<file path="src/rtl/pa_pkg.sv">
package pa_pkg;

    typedef int unsigned uidx_t;

    typedef enum logic [1:0] {
        ST_IDLE = 2'd0,
        ST_POLL = 2'd1,
        ST_BUSY = 2'd2
    } arb_state_e;

    // Next candidate index, wrapping at the device count.
    function automatic uidx_t wrap_inc(input uidx_t idx, input uidx_t n);
        return (idx + 1 >= n) ? uidx_t'(0) : idx + 1;
    endfunction

endpackage

</file>
<file path="src/rtl/pa_start_sel.sv">
module pa_start_sel #(
    parameter int N_DEV = 5,
    parameter int IDX_W = 3
) (
    input  logic             rr_mode,
    input  logic [IDX_W-1:0] last_idx,
    output logic [IDX_W-1:0] start_idx
);
    import pa_pkg::*;

    generate
        if (N_DEV == 1) begin : g_single
            assign start_idx = '0;
        end else begin : g_multi
            always_comb begin
                if (rr_mode)
                    start_idx = IDX_W'(wrap_inc(uidx_t'(last_idx), uidx_t'(N_DEV)));
                else
                    start_idx = '0;
            end
        end
    endgenerate

endmodule

</file>
<file path="src/rtl/pa_owner_dec.sv">
module pa_owner_dec #(
    parameter int N_DEV = 5,
    parameter int IDX_W = 3
) (
    input  logic             clk,
    input  logic             rst,
    input  logic             en,
    input  logic [IDX_W-1:0] idx,
    output logic [N_DEV-1:0] onehot
);
    for (genvar g = 0; g < N_DEV; g++) begin : g_bit
        assign onehot[g] = en && (idx == IDX_W'(g));
    end

    // never two owners at once
    p_single_owner_r9: assert property (@(posedge clk) disable iff (rst)
        $onehot0(onehot));

endmodule

</file>
<file path="src/rtl/poll_arbiter.sv">
module poll_arbiter #(
    parameter  int N_DEV = 5,
    localparam int IDX_W = (N_DEV > 1) ? $clog2(N_DEV) : 1
) (
    input  logic             clk,
    input  logic             rst,
    input  logic             mode_rr_i,
    input  logic [N_DEV-1:0] dev_req_i,
    input  logic [N_DEV-1:0] dev_done_i,
    output logic             bus_req_o,
    output logic             bus_busy_o,
    output logic [IDX_W-1:0] poll_addr_o,
    output logic [N_DEV-1:0] acquired_o
);
    import pa_pkg::*;

    localparam logic [IDX_W-1:0] LAST_IDX = IDX_W'(N_DEV - 1);

    arb_state_e       state_q;
    logic [IDX_W-1:0] poll_q;
    logic [IDX_W-1:0] last_q;
    logic [IDX_W-1:0] start_idx;
    logic [IDX_W-1:0] next_idx;
    logic             any_req;
    logic             hit;
    logic             in_busy;

    assign any_req  = |dev_req_i;
    assign hit      = dev_req_i[poll_q];
    assign in_busy  = (state_q == ST_BUSY);
    assign next_idx = IDX_W'(wrap_inc(uidx_t'(poll_q), uidx_t'(N_DEV)));

    pa_start_sel #(.N_DEV(N_DEV), .IDX_W(IDX_W)) start_i (
        .rr_mode   (mode_rr_i),
        .last_idx  (last_q),
        .start_idx (start_idx)
    );

    always_ff @(posedge clk) begin
        if (rst) begin
            state_q <= ST_IDLE;
            poll_q  <= '0;
            last_q  <= LAST_IDX;
        end else begin
            case (state_q)
                ST_IDLE: begin
                    if (any_req) begin
                        state_q <= ST_POLL;
                        poll_q  <= start_idx;
                    end
                end
                ST_POLL: begin
                    if (!any_req) begin
                        state_q <= ST_IDLE;
                    end else if (hit) begin
                        state_q <= ST_BUSY;
                        last_q  <= poll_q;
                    end else begin
                        poll_q  <= next_idx;
                    end
                end
                ST_BUSY: begin
                    if (dev_done_i[poll_q])
                        state_q <= ST_IDLE;
                end
                default: state_q <= ST_IDLE;
            endcase
        end
    end

    pa_owner_dec #(.N_DEV(N_DEV), .IDX_W(IDX_W)) dec_i (
        .clk    (clk),
        .rst    (rst),
        .en     (in_busy),
        .idx    (poll_q),
        .onehot (acquired_o)
    );

    assign bus_busy_o  = in_busy;
    assign bus_req_o   = any_req && !in_busy;
    assign poll_addr_o = poll_q;

    // the shared request line stays low while the bus is owned
    p_req_quiet_busy_r2: assert property (@(posedge clk) disable iff (rst)
        bus_busy_o |-> !bus_req_o);

    // an unanswered poll moves on by one index
    p_poll_step_r3: assert property (@(posedge clk) disable iff (rst)
        (state_q == ST_POLL && any_req && !hit) |=>
        (poll_addr_o == IDX_W'(wrap_inc(uidx_t'($past(poll_addr_o)), uidx_t'(N_DEV)))));

    // a requesting polled device becomes the owner
    p_grant_polled_r6: assert property (@(posedge clk) disable iff (rst)
        (state_q == ST_POLL && any_req && hit) |=>
        (bus_busy_o && acquired_o == (N_DEV'(1) << $past(poll_addr_o))));

    // the address holds on the owner while busy continues
    p_hold_owner_r6: assert property (@(posedge clk) disable iff (rst)
        (bus_busy_o && !dev_done_i[poll_addr_o]) |=> (bus_busy_o && $stable(poll_addr_o)));

    // owner release frees the bus
    p_release_r7: assert property (@(posedge clk) disable iff (rst)
        (bus_busy_o && dev_done_i[poll_addr_o]) |=> (!bus_busy_o && acquired_o == '0));

    // the poll address never leaves the device range
    p_addr_range_r3: assert property (@(posedge clk) disable iff (rst)
        poll_addr_o <= LAST_IDX);

endmodule

</file>
<file path="config.mk">
export PLATFORM = sky130hd
export DESIGN_NAME = poll_arbiter
export DESIGN_NICKNAME = d
export VERILOG_FILES = /design/src/rtl/pa_pkg.sv /design/src/rtl/pa_start_sel.sv /design/src/rtl/pa_owner_dec.sv /design/src/rtl/poll_arbiter.sv
export SDC_FILE = /design/constraint.sdc
export NUM_CORES = 1
export LEC_CHECK = 0
export ABC_AREA = 0
export BUFFER_PORTS_ARGS = -buffer_cell sky130_fd_sc_hd__buf_4
export CAP_MARGIN = 40
export CORE_AREA = 3 3 42 44
export CTS_BUF_LIST = sky130_fd_sc_hd__clkbuf_8
export CTS_CLUSTER_DIAMETER = 50
export DETAILED_ROUTE_END_ITERATION = 6
export DIE_AREA = 0 0 45 47
export PLACE_DENSITY = 0.87
export SLEW_MARGIN = 20
export SYNTH_ARGS = -nofsm -noshare
export SYNTH_HDL_FRONTEND = slang
export SYNTH_SLANG_ARGS = --single-unit
</file>
<file path="constraint.sdc">
create_clock -name clk -period 4.5 [get_ports clk]
set_input_delay 0 -clock clk [delete_from_list [all_inputs] [get_ports clk]]
set_output_delay 0 -clock clk [all_outputs]
set_load 0.02 [all_outputs]
</file>
Word level (Yosys, flattened, before mapping). Index checks and enable logic that the tools add are counted.

Bits in registers: 8. Latch bits: 0. Memory bits (writable): 0. Bits in read-only memories: 0. Input port bits: 13. Output and inout port bits: 10. Word-level logic and storage cells: 49. Memories kept: 0.

Add/sub/neg operators: 2. Multipliers: 0. Div/mod/pow operators: 0. Magnitude comparators: 3. Equality and inequality tests: 11. Shift-type cells: 0. Multiplexer cells: 16. Bitwise gates (word level): 0. Reduce and logical (&&, ||, !) cells: 14.

Operator list (count): $mux W3 (6); $add A3 B1 Y4 const B (2); $ge A4 B3 Y1 const B (2); $mux W2 (4); $ne A2 B2 Y1 const B (4); $bmux W1 S3 (2); $eq A3 B2 Y1 const B (2); $logic_and A1 B1 Y1 (6); $pmux W2 S3 (1); $pmux W3 S2 (1); $reduce_and A3 Y1 (2); $reduce_or A5 Y1 (1); $lt A3 B4 Y1 const B (1); $reduce_and A4 Y1 (1); $eq A3 B1 Y1 const B (1); $eq A3 B3 Y1 const B (1); $logic_not A3 Y1 (1); $ne A3 B3 Y1 const B (1); $eq A2 B1 Y1 const B (1); $eq A2 B2 Y1 const B (1); $logic_not A2 Y1 (1); $mux W1 (2); $reduce_bool A2 Y1 (1); $logic_not A1 Y1 (1).

Logic depth before layout (Yosys ltp).
Word-level depth: 6. Depth in mapped cells: 8. Mapped depth without buffers: 7.

Hierarchy. A second synthesis with hierarchy kept.

Cell total of the unflattened synthesis: 77. Area total of the unflattened synthesis: 704.4 um^2.

Modules (own cells, without submodules): poll_arbiter (instances 1, cells each 60, area each 543.0 um^2, sequential area each 160.2 um^2); pa_start_sel (instances 1, cells each 12, area each 97.6 um^2, sequential area each 0.0 um^2); pa_owner_dec (instances 1, cells each 5, area each 63.8 um^2, sequential area each 0.0 um^2).

Least setup slack after synthesis. Ideal clock, no wire load.

Path type: reg2reg. From: reg poll_q[1], in the netlist poll_addr_o[1]. To: reg poll_q[1], in the netlist poll_addr_o[1]. Library setup time: 0.116 ns. Data arrival time: 1.562 ns. Data required time: 4.384 ns. Slack: 2.823 ns. Cell stages (with the launch flop): 6. Buffers on the path: 0. Period minus slack after synthesis: 1.677 ns. Cell sequence: dfxtp_1 > ha_1 > ha_1 > o2111ai_1 > a21oi_1 > a31o_1.

Cells in the longest elaborated chain, start to end: 6. Elaborated cells on any way between the ends: 10. Classes of those cells: add/sub (1); order compare (1); eq/ne (1); mux (6); reduce/logical (1).

Ends and longest elaborated chain: from (decl) (line poll_arbiter.sv:20) `logic [IDX_W-1:0] poll_q;`; from (signal assigned) (line poll_arbiter.sv:49) `poll_q <= start_idx;`; from (signal assigned) (line poll_arbiter.sv:59) `poll_q <= next_idx;`; $add A3 B1 Y4 (line pa_pkg.sv:13) `return (idx + 1 >= n) ? uidx_t'(0) : idx + 1;`; $ge A4 B3 Y1 (line pa_pkg.sv:13); $mux W3 (line pa_pkg.sv:13); $mux W3 (line poll_arbiter.sv:55) `end else if (hit) begin`; $mux W3 (line poll_arbiter.sv:53) `if (!any_req) begin`; $pmux W3 S2 (line poll_arbiter.sv:45) `case (state_q)`.

Parallel ways exist; a longest one is shown, timed or not. The select of a mux whose other input is x is not followed. A chain may end at the register's enable or synchronous reset.

Worst setup path after layout.
From: reg poll_q[0], in the netlist poll_addr_o[0]. To: reg poll_q[2], in the netlist poll_addr_o[2].

The elaborated chain is that of the path after synthesis.

==> impl_metrics.ini <==
[power]
p_leak_nw = 0.418
pwr_density_cell_nw_per_um2 = 387
peakVddDrop_mv = 0.213

[die]
core_um2 = 1470
dieArea_um2 = 2120
die_w_um = 45
die_h_um = 47
ios = 23
start_util_pct = 53.8
core.rowCount = 14

[clocking]
cts_tree = done
clock_sinks = 8
clockBufferDepth = 2
cts_buffers = 3
htree_num_levels = 1
post-cts-setup-buffer-count = 0
clk_pin_slew_ps = 40
cts-root-buf = clkbuf_8
ctsResizeCount = 0
clk-insertion-delay-late_ps = 230
cts_hold_repair.buffers = 0

[detailed_routing]
vias = 707
vias_per_cell = 5.80
final_antenna_net_count = 0
wl_per_cell_um = 14.3
drc = 0
wl_mm = 1.74
dr.pass1.iters = 4
dr.first_iter.drc_count = 8

[synth]
synth_cells = 84
syn-cell-area_um2 = 792
synth_top_family_by_area = simple AND/OR/NAND/NOR gates
synth-warning-count = 0
synth-xor-area-share_pct = 0
synthMuxAreaShare_pct = 10.7
synth_adder_area_share_pct = 12.6
syn_area_per_cell_um2 = 9.43
synth.distinct_cells = 40
synth-simple-area-share_pct = 28.4
synthesis.nets = 105
synthFlopType = dfxtp_1
synth-seq-cells = 8
synthArstFlopShare_pct = 0
synth_edf_count = 0
yosysTopAreaCellShare_pct = 20.2
synth_area_leaders = dfxtp_1 20%, ha_1 13%, mux2i_1 5.1%, o32ai_4 3.5%, or2b_2 3.3%
synth_compound_area_share_pct = 21.5
yosysSeqAreaShare_pct = 20.2
yosysTopAreaCell = dfxtp_1

[worst_hold_path]
worstHoldStart = rst
hold-path-cell-count = 2
hp-class = primary input to flop
min_to = poll_addr_o[2]$_SDFFE_PP0P_

[run]
drv_cap = 0

[worst_setup_path]
reg2reg_to = poll_addr_o[2]$_SDFFE_PP0P_
crit_path_start = poll_addr_o[0]$_SDFFE_PP0P_
critPathRequiredTime_ps = 4640
rrSetupSlack_ps = 2540
r2r-start = poll_addr_o[0]$_SDFFE_PP0P_
cp-start-kind = flop
r2r_cells = 7
worstPathMaxFanout = 11
worstSetupPathType = flop to flop
crit_arrival_ps = 2100
cp-end-kind = flop

[status]
status = finished, final reports clean

[sta]
timing.fmax_mhz = 511
setup_viol = 0
fin_skew_ps = 0.257
setup-tns-final_ps = 0
slew_viol_final = 0
max_slew_margin_pct = 65.3
fin_crit_sh_pct = 43.5
period_minus_slack_ps = 1960
finalWorstSetupSlack_ps = 2540
rsz0062_at_grt = no
worstMarginPinSlew_ps = 520
hold_viol = 0

[global_route]
grt_pass1_wl_mm = 2.82
track_usage_pct = 18.4
overflow = 0
antenna_found_initial = 0
grt_max_degree = 12
grt_pass1_vias = 654

[placed_design]
port_buffers = 22
place_congestion = 0.846
dp_hpwl_mm = 1.35
dp_slack_ps = 2570

[finish]
mostFrequentLayoutCells = 22 x buf_4, 8 x ha_1, 8 x dfxtp_1
area_growth_pct = 25.0
diodes = 0
final_nets = 129
layout_commonest_cell = buf_4
drive_gt1_share_pct = 39.6
[cell families (layout without fill, tap and decap cells)]
kind of cell | count (synthesis) | count (layout)
DFF | 8 | 8
buffers and inverters | 9 | 31
adders and majority gates | 8 | 8
and+or+nand+nor | 34 | 34
muxes | 6 | 6
AOI/OAI and AO/OA | 19 | 19
[registers in the layout, indices dropped and copies added, names as in the netlist]
register and flops:
state_q 2, last_q 3, poll_addr_o 3
[cells in the mapped netlist (2+ instances only)]
master,instances
nand3_1,4
and3_1,3
inv_1,6
mux2i_1,4
nand2b_1,2
o2111ai_1,2
ha_1,8
nor2b_1,4
nor2_2,2
or2b_2,3
nor3_1,2
a21oi_1,4
dfxtp_1,8
nor2_1,5
o22ai_1,2
[report_power, final]
group	switching (mW)	total [mW]	internal, mW
Sequential	0.0343	0.120	0.0858
Clock	0.0290	0.0870	0.0580
Combinational	0.0891	0.175	0.0864
Total	0.152	0.383	0.230
[cell type report]
class	instances	area, um^2
repair buffers	22	165
multi-input cells	67	581
inverters	6	22.5
well taps	16	20.0
fillers	123	482
clock buffers	3	41.3
flip-flops and latches	8	160
[worst max-delay path, cell delays in order (launching register included)]
cell and delay [ps]:
dfxtp_1 640, inv_1 200, ha_1 270, nor2b_1 200, nand3_1 110, o22ai_1 140
nor3_1 80, a221oi_2 230
[per-stage QoR]
stage          utilization (%)  hold WS, ps  cell area [um^2]  cells  power [mW]
2_1_floorplan                -          195               792     84       0.252
3_3_place_gp              64.5          241               948    119       0.291
3_5_place_dp              64.5          251               948    119       0.296
4_1_cts                   67.3         6.57               990    122       0.385
5_1_grt                   67.3         23.0               990    122       0.408
6_report                  67.3         11.9               990    122       0.383
[how the worst max path moves through the flow]
stage,to,slack (ps),cells past startpoint
floorplan,poll_addr_o[1]$_SDFFE_PP0P_,2820,5
global placement,poll_addr_o[2]$_SDFFE_PP0P_,2690,7
detailed placement,poll_addr_o[2]$_SDFFE_PP0P_,2570,7
CTS,poll_addr_o[2]$_SDFFE_PP0P_,2550,7
global route,poll_addr_o[2]$_SDFFE_PP0P_,2290,7
finish,poll_addr_o[2]$_SDFFE_PP0P_,2540,7
[per-layer routing]
layer	global-route usage (%)	up-vias	routed length [um]
li1	-	350	-
met1	22.4	323	718
met2	29.7	25	871
met3	3.45	9	100
met4	12.3	0	51
met5	0	-	0
Power figures use the tool's default switching activity.
